--- src/rtl/dmaw_pkg.sv ---
package dmaw_pkg;
  typedef enum logic [2:0] {
    GRP0 = 3'd0, GRP1 = 3'd1, GRP2 = 3'd2, GRP3 = 3'd3,
    GRP4 = 3'd4, GRP5 = 3'd5, GRP6 = 3'd6, GRP_NONE = 3'd7
  } grp_e;

  // queued parameter fields, fill order = index order
  localparam int F_ALO  = 0;
  localparam int F_AHI  = 1;
  localparam int F_LLO  = 2;
  localparam int F_LHI  = 3;
  localparam int F_MAT  = 4;
  localparam int F_BLO  = 5;
  localparam int F_BHI  = 6;
  localparam int F_ICTL = 7;
  localparam int F_VEC  = 8;
  localparam int NFLD   = 9;
  localparam int FIDX_W = $clog2(NFLD);

  localparam logic [7:0] OP_EN_OFF = 8'h83;
  localparam logic [7:0] OP_EN_ON  = 8'h87;
  localparam logic [7:0] OP_FLGCLR = 8'h8B;
  localparam logic [7:0] OP_FRCRDY = 8'hB3;
  localparam logic [7:0] OP_RESET  = 8'hC3;
  localparam logic [7:0] OP_LOAD   = 8'hCF;
  localparam logic [7:0] OP_CONT   = 8'hD3;

  typedef struct packed {
    logic en_off;
    logic en_on;
    logic flg_clr;
    logic frc_rdy;
    logic rst;
    logic load;
    logic cont;
  } act_t;
endpackage

--- src/rtl/dmaw_decode.sv ---
module dmaw_decode
  import dmaw_pkg::*;
(
  input  logic [7:0] byte_i,
  output grp_e       grp_o
);
  always_comb begin
    grp_o = GRP_NONE;
    if (!byte_i[7]) begin
      if (byte_i[1:0] != 2'b00)       grp_o = GRP0;
      else if (byte_i[2])             grp_o = GRP1;
      else                            grp_o = GRP2;
    end else begin
      case (byte_i[1:0])
        2'b00:   grp_o = GRP3;
        2'b01:   grp_o = GRP4;
        2'b11:   grp_o = GRP6;
        default: grp_o = byte_i[2] ? GRP_NONE : GRP5;
      endcase
    end
  end
endmodule

--- src/rtl/dmaw_cmd.sv ---
module dmaw_cmd
  import dmaw_pkg::*;
(
  input  logic       fire_i,
  input  logic [7:0] op_i,
  output act_t       act_o
);
  always_comb begin
    act_o = '0;
    if (fire_i) begin
      case (op_i)
        OP_EN_OFF: act_o.en_off  = 1'b1;
        OP_EN_ON:  act_o.en_on   = 1'b1;
        OP_FLGCLR: act_o.flg_clr = 1'b1;
        OP_FRCRDY: act_o.frc_rdy = 1'b1;
        OP_RESET:  act_o.rst     = 1'b1;
        OP_LOAD:   act_o.load    = 1'b1;
        OP_CONT:   act_o.cont    = 1'b1;
        default:   act_o         = '0;
      endcase
    end
  end
endmodule

--- src/rtl/dmaw_queue.sv ---
module dmaw_queue
  import dmaw_pkg::*;
#(
  parameter int N = NFLD,
  localparam int IW = (N > 1) ? $clog2(N) : 1
)(
  input  logic          clk,
  input  logic          rst_n,
  input  logic          load_i,
  input  logic [N-1:0]  req_i,
  input  logic          pop_i,
  input  logic [N-1:0]  extra_i,
  output logic          busy_o,
  output logic [N-1:0]  cur_oh_o,
  output logic [IW-1:0] cur_idx_o
);
  logic [N-1:0] pend_q;

  assign busy_o   = |pend_q;
  assign cur_oh_o = pend_q & (~pend_q + 1'b1);

  always_comb begin
    cur_idx_o = '0;
    for (int i = N - 1; i >= 0; i--)
      if (pend_q[i]) cur_idx_o = IW'(i);
  end

  always_ff @(posedge clk or negedge rst_n) begin
    if (!rst_n)      pend_q <= '0;
    else if (load_i) pend_q <= req_i;
    else if (pop_i)  pend_q <= (pend_q & ~cur_oh_o) | extra_i;
  end


  cur_onehot_chk: assert property (@(posedge clk) disable iff (!rst_n)
    $onehot0(cur_oh_o) && (busy_o == (cur_oh_o != '0)));


  pop_shrinks_chk: assert property (@(posedge clk) disable iff (!rst_n)
    (pop_i && !load_i && extra_i == '0) |=>
      $countones(pend_q) == $countones($past(pend_q)) - 1);
endmodule

--- src/rtl/dmaw_seq.sv ---
module dmaw_seq
  import dmaw_pkg::*;
#(
  parameter int ADDR_W = 16,
  parameter int CNT_W  = 16,
  localparam int BYTE_W = 8
)(
  input  logic              clk,
  input  logic              rst_n,
  input  logic              wr_valid,
  output logic              wr_ready,
  input  logic [BYTE_W-1:0] wr_data,
  input  logic              match_hit,
  input  logic              block_end,
  input  logic              beat,
  output logic [1:0]        cmd,
  output logic [1:0]        mode,
  output logic              xfer_en,
  output logic              irq_en,
  output logic              rdy_forced,
  output logic              param_busy,
  output logic [ADDR_W-1:0] addr_a,
  output logic [ADDR_W-1:0] addr_b,
  output logic [ADDR_W-1:0] blk_len,
  output logic [BYTE_W-1:0] match_val,
  output logic [BYTE_W-1:0] irq_ctrl,
  output logic [BYTE_W-1:0] irq_vec,
  output logic [ADDR_W-1:0] cnt_a,
  output logic [ADDR_W-1:0] cnt_b,
  output logic [CNT_W-1:0]  byte_cnt,
  output logic              match_flag,
  output logic              end_flag
);
  localparam int HI = ADDR_W - 1;

  grp_e             grp;
  act_t             act;
  logic             acc, base_acc, load_q, pop_q;
  logic [NFLD-1:0]  req, extra, cur_oh;
  logic [FIDX_W-1:0] cur_idx;
  logic [1:0]       g4_mode;
  logic             g5_rdy;

  assign wr_ready = 1'b1;
  assign acc      = wr_valid && wr_ready;
  assign base_acc = acc && !param_busy;

  dmaw_decode u_dec (.byte_i(wr_data), .grp_o(grp));

  dmaw_cmd u_cmd (
    .fire_i (base_acc && grp == GRP6),
    .op_i   (wr_data),
    .act_o  (act)
  );

  always_comb begin
    req = '0;
    case (grp)
      GRP0: begin
        req[F_ALO] = wr_data[3];
        req[F_AHI] = wr_data[4];
        req[F_LLO] = wr_data[5];
        req[F_LHI] = wr_data[6];
      end
      GRP3: req[F_MAT] = wr_data[4];
      GRP4: begin
        req[F_BLO]  = wr_data[2];
        req[F_BHI]  = wr_data[3];
        req[F_ICTL] = wr_data[4];
      end
      default: req = '0;
    endcase
  end

  always_comb begin
    extra = '0;
    extra[F_VEC] = (cur_idx == FIDX_W'(F_ICTL)) && wr_data[4];
  end

  assign load_q = base_acc && (req != '0);
  assign pop_q  = acc && param_busy;

  dmaw_queue #(.N(NFLD)) u_q (
    .clk      (clk),
    .rst_n    (rst_n),
    .load_i   (load_q),
    .req_i    (req),
    .pop_i    (pop_q),
    .extra_i  (extra),
    .busy_o   (param_busy),
    .cur_oh_o (cur_oh),
    .cur_idx_o(cur_idx)
  );

  // register file and command effects
  always_ff @(posedge clk or negedge rst_n) begin
    if (!rst_n) begin
      cmd <= '0; mode <= '0; g4_mode <= '0; xfer_en <= 1'b0; irq_en <= 1'b0;
      g5_rdy <= 1'b1; rdy_forced <= 1'b1;
      addr_a <= '0; addr_b <= '0; blk_len <= '0;
      match_val <= '0; irq_ctrl <= '0; irq_vec <= '0;
      cnt_a <= '0; cnt_b <= '0;
    end else if (acc) begin
      xfer_en <= 1'b0;
      if (param_busy) begin
        case (cur_idx)
          FIDX_W'(F_ALO):  addr_a[7:0]   <= wr_data;
          FIDX_W'(F_AHI):  addr_a[HI:8]  <= wr_data[HI-8:0];
          FIDX_W'(F_LLO):  blk_len[7:0]  <= wr_data;
          FIDX_W'(F_LHI):  blk_len[HI:8] <= wr_data[HI-8:0];
          FIDX_W'(F_MAT):  match_val     <= wr_data;
          FIDX_W'(F_BLO):  addr_b[7:0]   <= wr_data;
          FIDX_W'(F_BHI):  addr_b[HI:8]  <= wr_data[HI-8:0];
          FIDX_W'(F_ICTL): irq_ctrl      <= wr_data;
          FIDX_W'(F_VEC):  irq_vec       <= wr_data;
          default: ;
        endcase
      end else begin
        case (grp)
          GRP0: cmd <= wr_data[1:0];
          GRP3: begin
            irq_en  <= wr_data[5];
            xfer_en <= wr_data[6];
          end
          GRP4: begin
            mode    <= wr_data[6:5];
            g4_mode <= wr_data[6:5];
          end
          GRP5: g5_rdy <= wr_data[3];
          default: ;
        endcase
        if (act.en_on || act.cont) xfer_en <= 1'b1;
        if (act.frc_rdy) rdy_forced <= g5_rdy;
        if (act.rst) begin
          cmd    <= '0;
          irq_en <= 1'b0;
        end
        if (act.load) begin
          mode  <= g4_mode;
          cnt_a <= addr_a;
          cnt_b <= addr_b;
        end
      end
    end
  end

  // status flags and byte count
  always_ff @(posedge clk or negedge rst_n) begin
    if (!rst_n) begin
      match_flag <= 1'b0;
      end_flag   <= 1'b0;
      byte_cnt   <= '0;
    end else begin
      if (act.flg_clr || act.load || act.cont) begin
        match_flag <= 1'b0;
        end_flag   <= 1'b0;
      end else begin
        if (match_hit) match_flag <= 1'b1;
        if (block_end) end_flag   <= 1'b1;
      end
      if (act.load || act.cont) byte_cnt <= '0;
      else if (beat)            byte_cnt <= byte_cnt + 1'b1;
    end
  end


  param_clears_en_chk: assert property (@(posedge clk) disable iff (!rst_n)
    (wr_valid && param_busy) |=> !xfer_en);


  en_on_cmd_chk: assert property (@(posedge clk) disable iff (!rst_n)
    (wr_valid && !param_busy && wr_data == OP_EN_ON) |=> xfer_en);


  reset_cmd_chk: assert property (@(posedge clk) disable iff (!rst_n)
    (wr_valid && !param_busy && wr_data == OP_RESET) |=>
      (cmd == 2'b00 && !irq_en && !xfer_en));


  load_cmd_chk: assert property (@(posedge clk) disable iff (!rst_n)
    (wr_valid && !param_busy && wr_data == OP_LOAD) |=>
      (cnt_a == $past(addr_a) && cnt_b == $past(addr_b) && byte_cnt == '0
       && !match_flag && !end_flag));
endmodule

--- config.mk ---
export PLATFORM = sky130hd
export DESIGN_NAME = dmaw_seq
export DESIGN_NICKNAME = d
export VERILOG_FILES = /design/src/rtl/dmaw_pkg.sv /design/src/rtl/dmaw_decode.sv /design/src/rtl/dmaw_cmd.sv /design/src/rtl/dmaw_queue.sv /design/src/rtl/dmaw_seq.sv
export SDC_FILE = /design/constraint.sdc
export NUM_CORES = 1
export LEC_CHECK = 0
export BUFFER_PORTS_ARGS = -buffer_cell sky130_fd_sc_hd__buf_2
export CAP_MARGIN = 20
export CORE_AREA = 10 10 142 144
export DETAILED_ROUTE_END_ITERATION = 7
export DIE_AREA = 0 0 152 154
export GPL_ROUTABILITY_DRIVEN = 0
export SYNTH_ARGS = -nofsm -noshare
export SYNTH_HDL_FRONTEND = slang
export SYNTH_SLANG_ARGS = --single-unit
--- constraint.sdc ---
create_clock -name clk -period 2.9 [get_ports clk]
set_input_delay 0.29 -clock clk [delete_from_list [all_inputs] [get_ports clk]]
set_output_delay 0.29 -clock clk [all_outputs]
set_load 0.03 [all_outputs]
==> run metrics <==
status=completed; Synth Instances=461; fmax=0.404 GHz; LEAKAGE=3.97 nW; Num CTS Buffers=17; worst hold start=match_hit; commonest non-fill, non-tap cell in the layout=buf_2; Cell Rows=48; core box area=17,200 um^2; Worst-Margin Slew=555 ps; ys async rst share=1.00; Post-synth EDFFs=0; DRT Pass-1 Iters=4; Worst setup SP type=flip-flop; setup slack, reg-to-reg=430 ps; DP HPWL=11,800 um; first-pass GRT wire length=26,200 um; worst vdd rail ir drop=0.510 mV; Finished Layout Cells=855; worst path cell trace=nor4b_2, buf_4, nand4_4, or4b_2, buf_4, mux2_4; pwr dens=1080 nW/um^2; share of cells above drive strength 1=0.463; via count=4,106; crit-path max FO=23; worst setup path start=u_q.pend_q[1]$_DFFE_PN0P_; clock-pin slew on the worst setup and hold paths=60 ps; # H-tree levels=4; pre-CTS WS=242 ps; highest cell delay on the worst timing path=670 ps; worst hold endpoint=match_flag$_DFFE_PN0P_; period utilization=0.853; final instance area=7670 um^2; total grt overflow=0; nets=636; Fin Setup TNS=0 ps; Via density=4.80; initial antenna violation count=1; CTS tree=yes; Register-to-Register Path Depth=6; largest net degree at the start of global routing=57; Worst Setup End Kind=flip-flop; Critical Path RT=3200 ps; Die Height=154 um; Die W=152 um; worst skew pair latency=420 ps; Area growth, synth to finish=27.8%; Synthesis Warnings=0; # diodes=0; Mapped Area=6000 um^2; worst flop-to-flop path startpoint=u_q.pend_q[1]$_DFFE_PN0P_; drt wl/cell=19.1 um; crit path time final=2470 ps; drt first-iter violations=160; post-synthesis register bit count=141; Setup Viol. Count Final=0; Slew HR=0.630; cell seen most often among critical-path stages=buf_4; Reg area=3530 um^2; Total GRT Usage=0.139; Placed Cells incl. Taps=822; CP bufs+invs=2; cell at the slowest stage of the critical path=or4b_2; Largest delay share family, worst path=simple AND/OR/NAND/NOR gates; R2R Path End=cnt_a[3]$_DFFE_PN0P_; # DRC=0; Worst EP arrival=2770 ps; Fill cells=1,643; Hold Path Stages=3; Worst Hold Class=in -> reg; number of nets still failing antenna checks after routing=0; top_reg_cell synth=dfrtp_1; critical path class=reg -> reg; final setup margin=425 ps; Post-Syn Nets=480; Root Buffer=clkbuf_16; CTS Sinks=141; Max clock buf depth=2; initial core utilization=0.349; input/output buffers=143; synth unique cells=47; DIE AREA=23,400 um^2; Max Clock Skew=11.3 ps; fin. max-slew vios=0; final hold vios=0; vias in the first global route=4,386; setup bufs post-CTS=0; RSZ-0062 raised after global routing=no; final WL=16,300 um; post-synthesis average cell area=13.0 um^2; # IOs=145; sequential share of the synthesized area=0.589; Max Cap Violations=0; most frequent cells in the layout=buf_2 (142), dfrtp_1 (139), mux2_2 (67); multi-input logic area=2310 um^2; Placed Area=7010 um^2
## how the worst max path moves through the flow
stage,to,slack (ps),cells after the start
final,cnt_a[3]$_DFFE_PN0P_,430,6
after global routing,cnt_a[0]$_DFFE_PN0P_,280,6
after CTS,cnt_a[14]$_DFFE_PN0P_,420,6
after detailed placement,cnt_a[0]$_DFFE_PN0P_,240,8
after global placement,cnt_a[3]$_DFFE_PN0P_,300,8
after floorplan,cnt_a[0]$_DFFE_PN0P_,620,6
## registers in the layout, indices dropped and copies added (netlist names)
register    flops
xfer_en         1
match_val       8
g5_rdy          1
blk_len        16
end_flag        1
addr_b         16
rdy_forced      1
irq_vec         8
g4_mode         2
cnt_b          16
cnt_a          16
cmd             2
addr_a         16
irq_en          1
match_flag      1
byte_cnt       16
mode            2
u_q.pend_q      9
irq_ctrl        8
## what timing repair did
item	in CTS	in global routing
hold endpoints to repair	54	0
gates resized for setup	0	0
hold buffers	1	0
## synth_stat cells (all sizes together) (6+ instances only)
| master | count | area [um^2] |
|---|---|---|
| nor2b | 6 | 37.5 |
| a21oi | 7 | 35.0 |
| dfrtp | 139 | 3480 |
| nand2 | 36 | 135 |
| o21ai | 20 | 100 |
| mux2 | 93 | 1140 |
| nand4 | 8 | 65.1 |
| nand3 | 6 | 30.0 |
| buf | 6 | 53.8 |
| inv | 11 | 41.3 |
| a22o | 7 | 61.3 |
| clkbuf | 16 | 60.1 |
| nor2 | 39 | 146 |
| xnor2 | 10 | 87.6 |
## metrics by stage
stage	power, mW	hold slack, ps	util
after floorplan	4.93	-5.59	-
after global placement	5.89	281	0.408
after detailed placement	5.97	294	0.408
after CTS	8.40	89.3	0.446
after global routing	8.74	103	0.446
final	8.27	112	0.446
## where the power goes
group / switching (mW) / internal (mW) / total [mW]
Combinational: 1.96 / 0.979 / 2.94
Clock: 0.887 / 1.48 / 2.37
Sequential: 0.424 / 2.53 / 2.96
## layout make-up
| type | instances | area share |
|---|---|---|
| inverters | 11 | 0.00539 |
| clock inverters | 14 | 0.0268 |
| well taps | 225 | 0.0367 |
| clock buffers | 18 | 0.0573 |
| repair buffers | 159 | 0.112 |
| flip-flops and latches | 141 | 0.461 |
| multi-input cells | 287 | 0.301 |
## tightest hold or removal path, delay by kind of cell
kind / cells / cell delay, ps
simple gates: 2 / 110
buf+inv: 1 / 80
## logic make-up (layout without fill, tap and decap cells)
group	count (synthesis)	count (layout)	share of synthesized area
AOI/OAI and AO/OA	45	45	0.0480
other	1	1	0.000625
and+or+nand+nor	125	125	0.108
muxes	96	96	0.196
adders and majority gates	5	5	0.0104
DFF	141	141	0.589
xor gates and xnor gates	15	15	0.0219
buffers and inverters	33	202	0.0259
## metal layers
| layer | track usage | wire length [um] |
|---|---|---|
| met2 | 0.230 | 8080 |
| met1 | 0.167 | 7120 |
| met5 | 0 | 0 |
| met4 | 0.0541 | 303 |
| met3 | 0.0421 | 802 |
No activity file was read; power rests on OpenSTA's default activity.
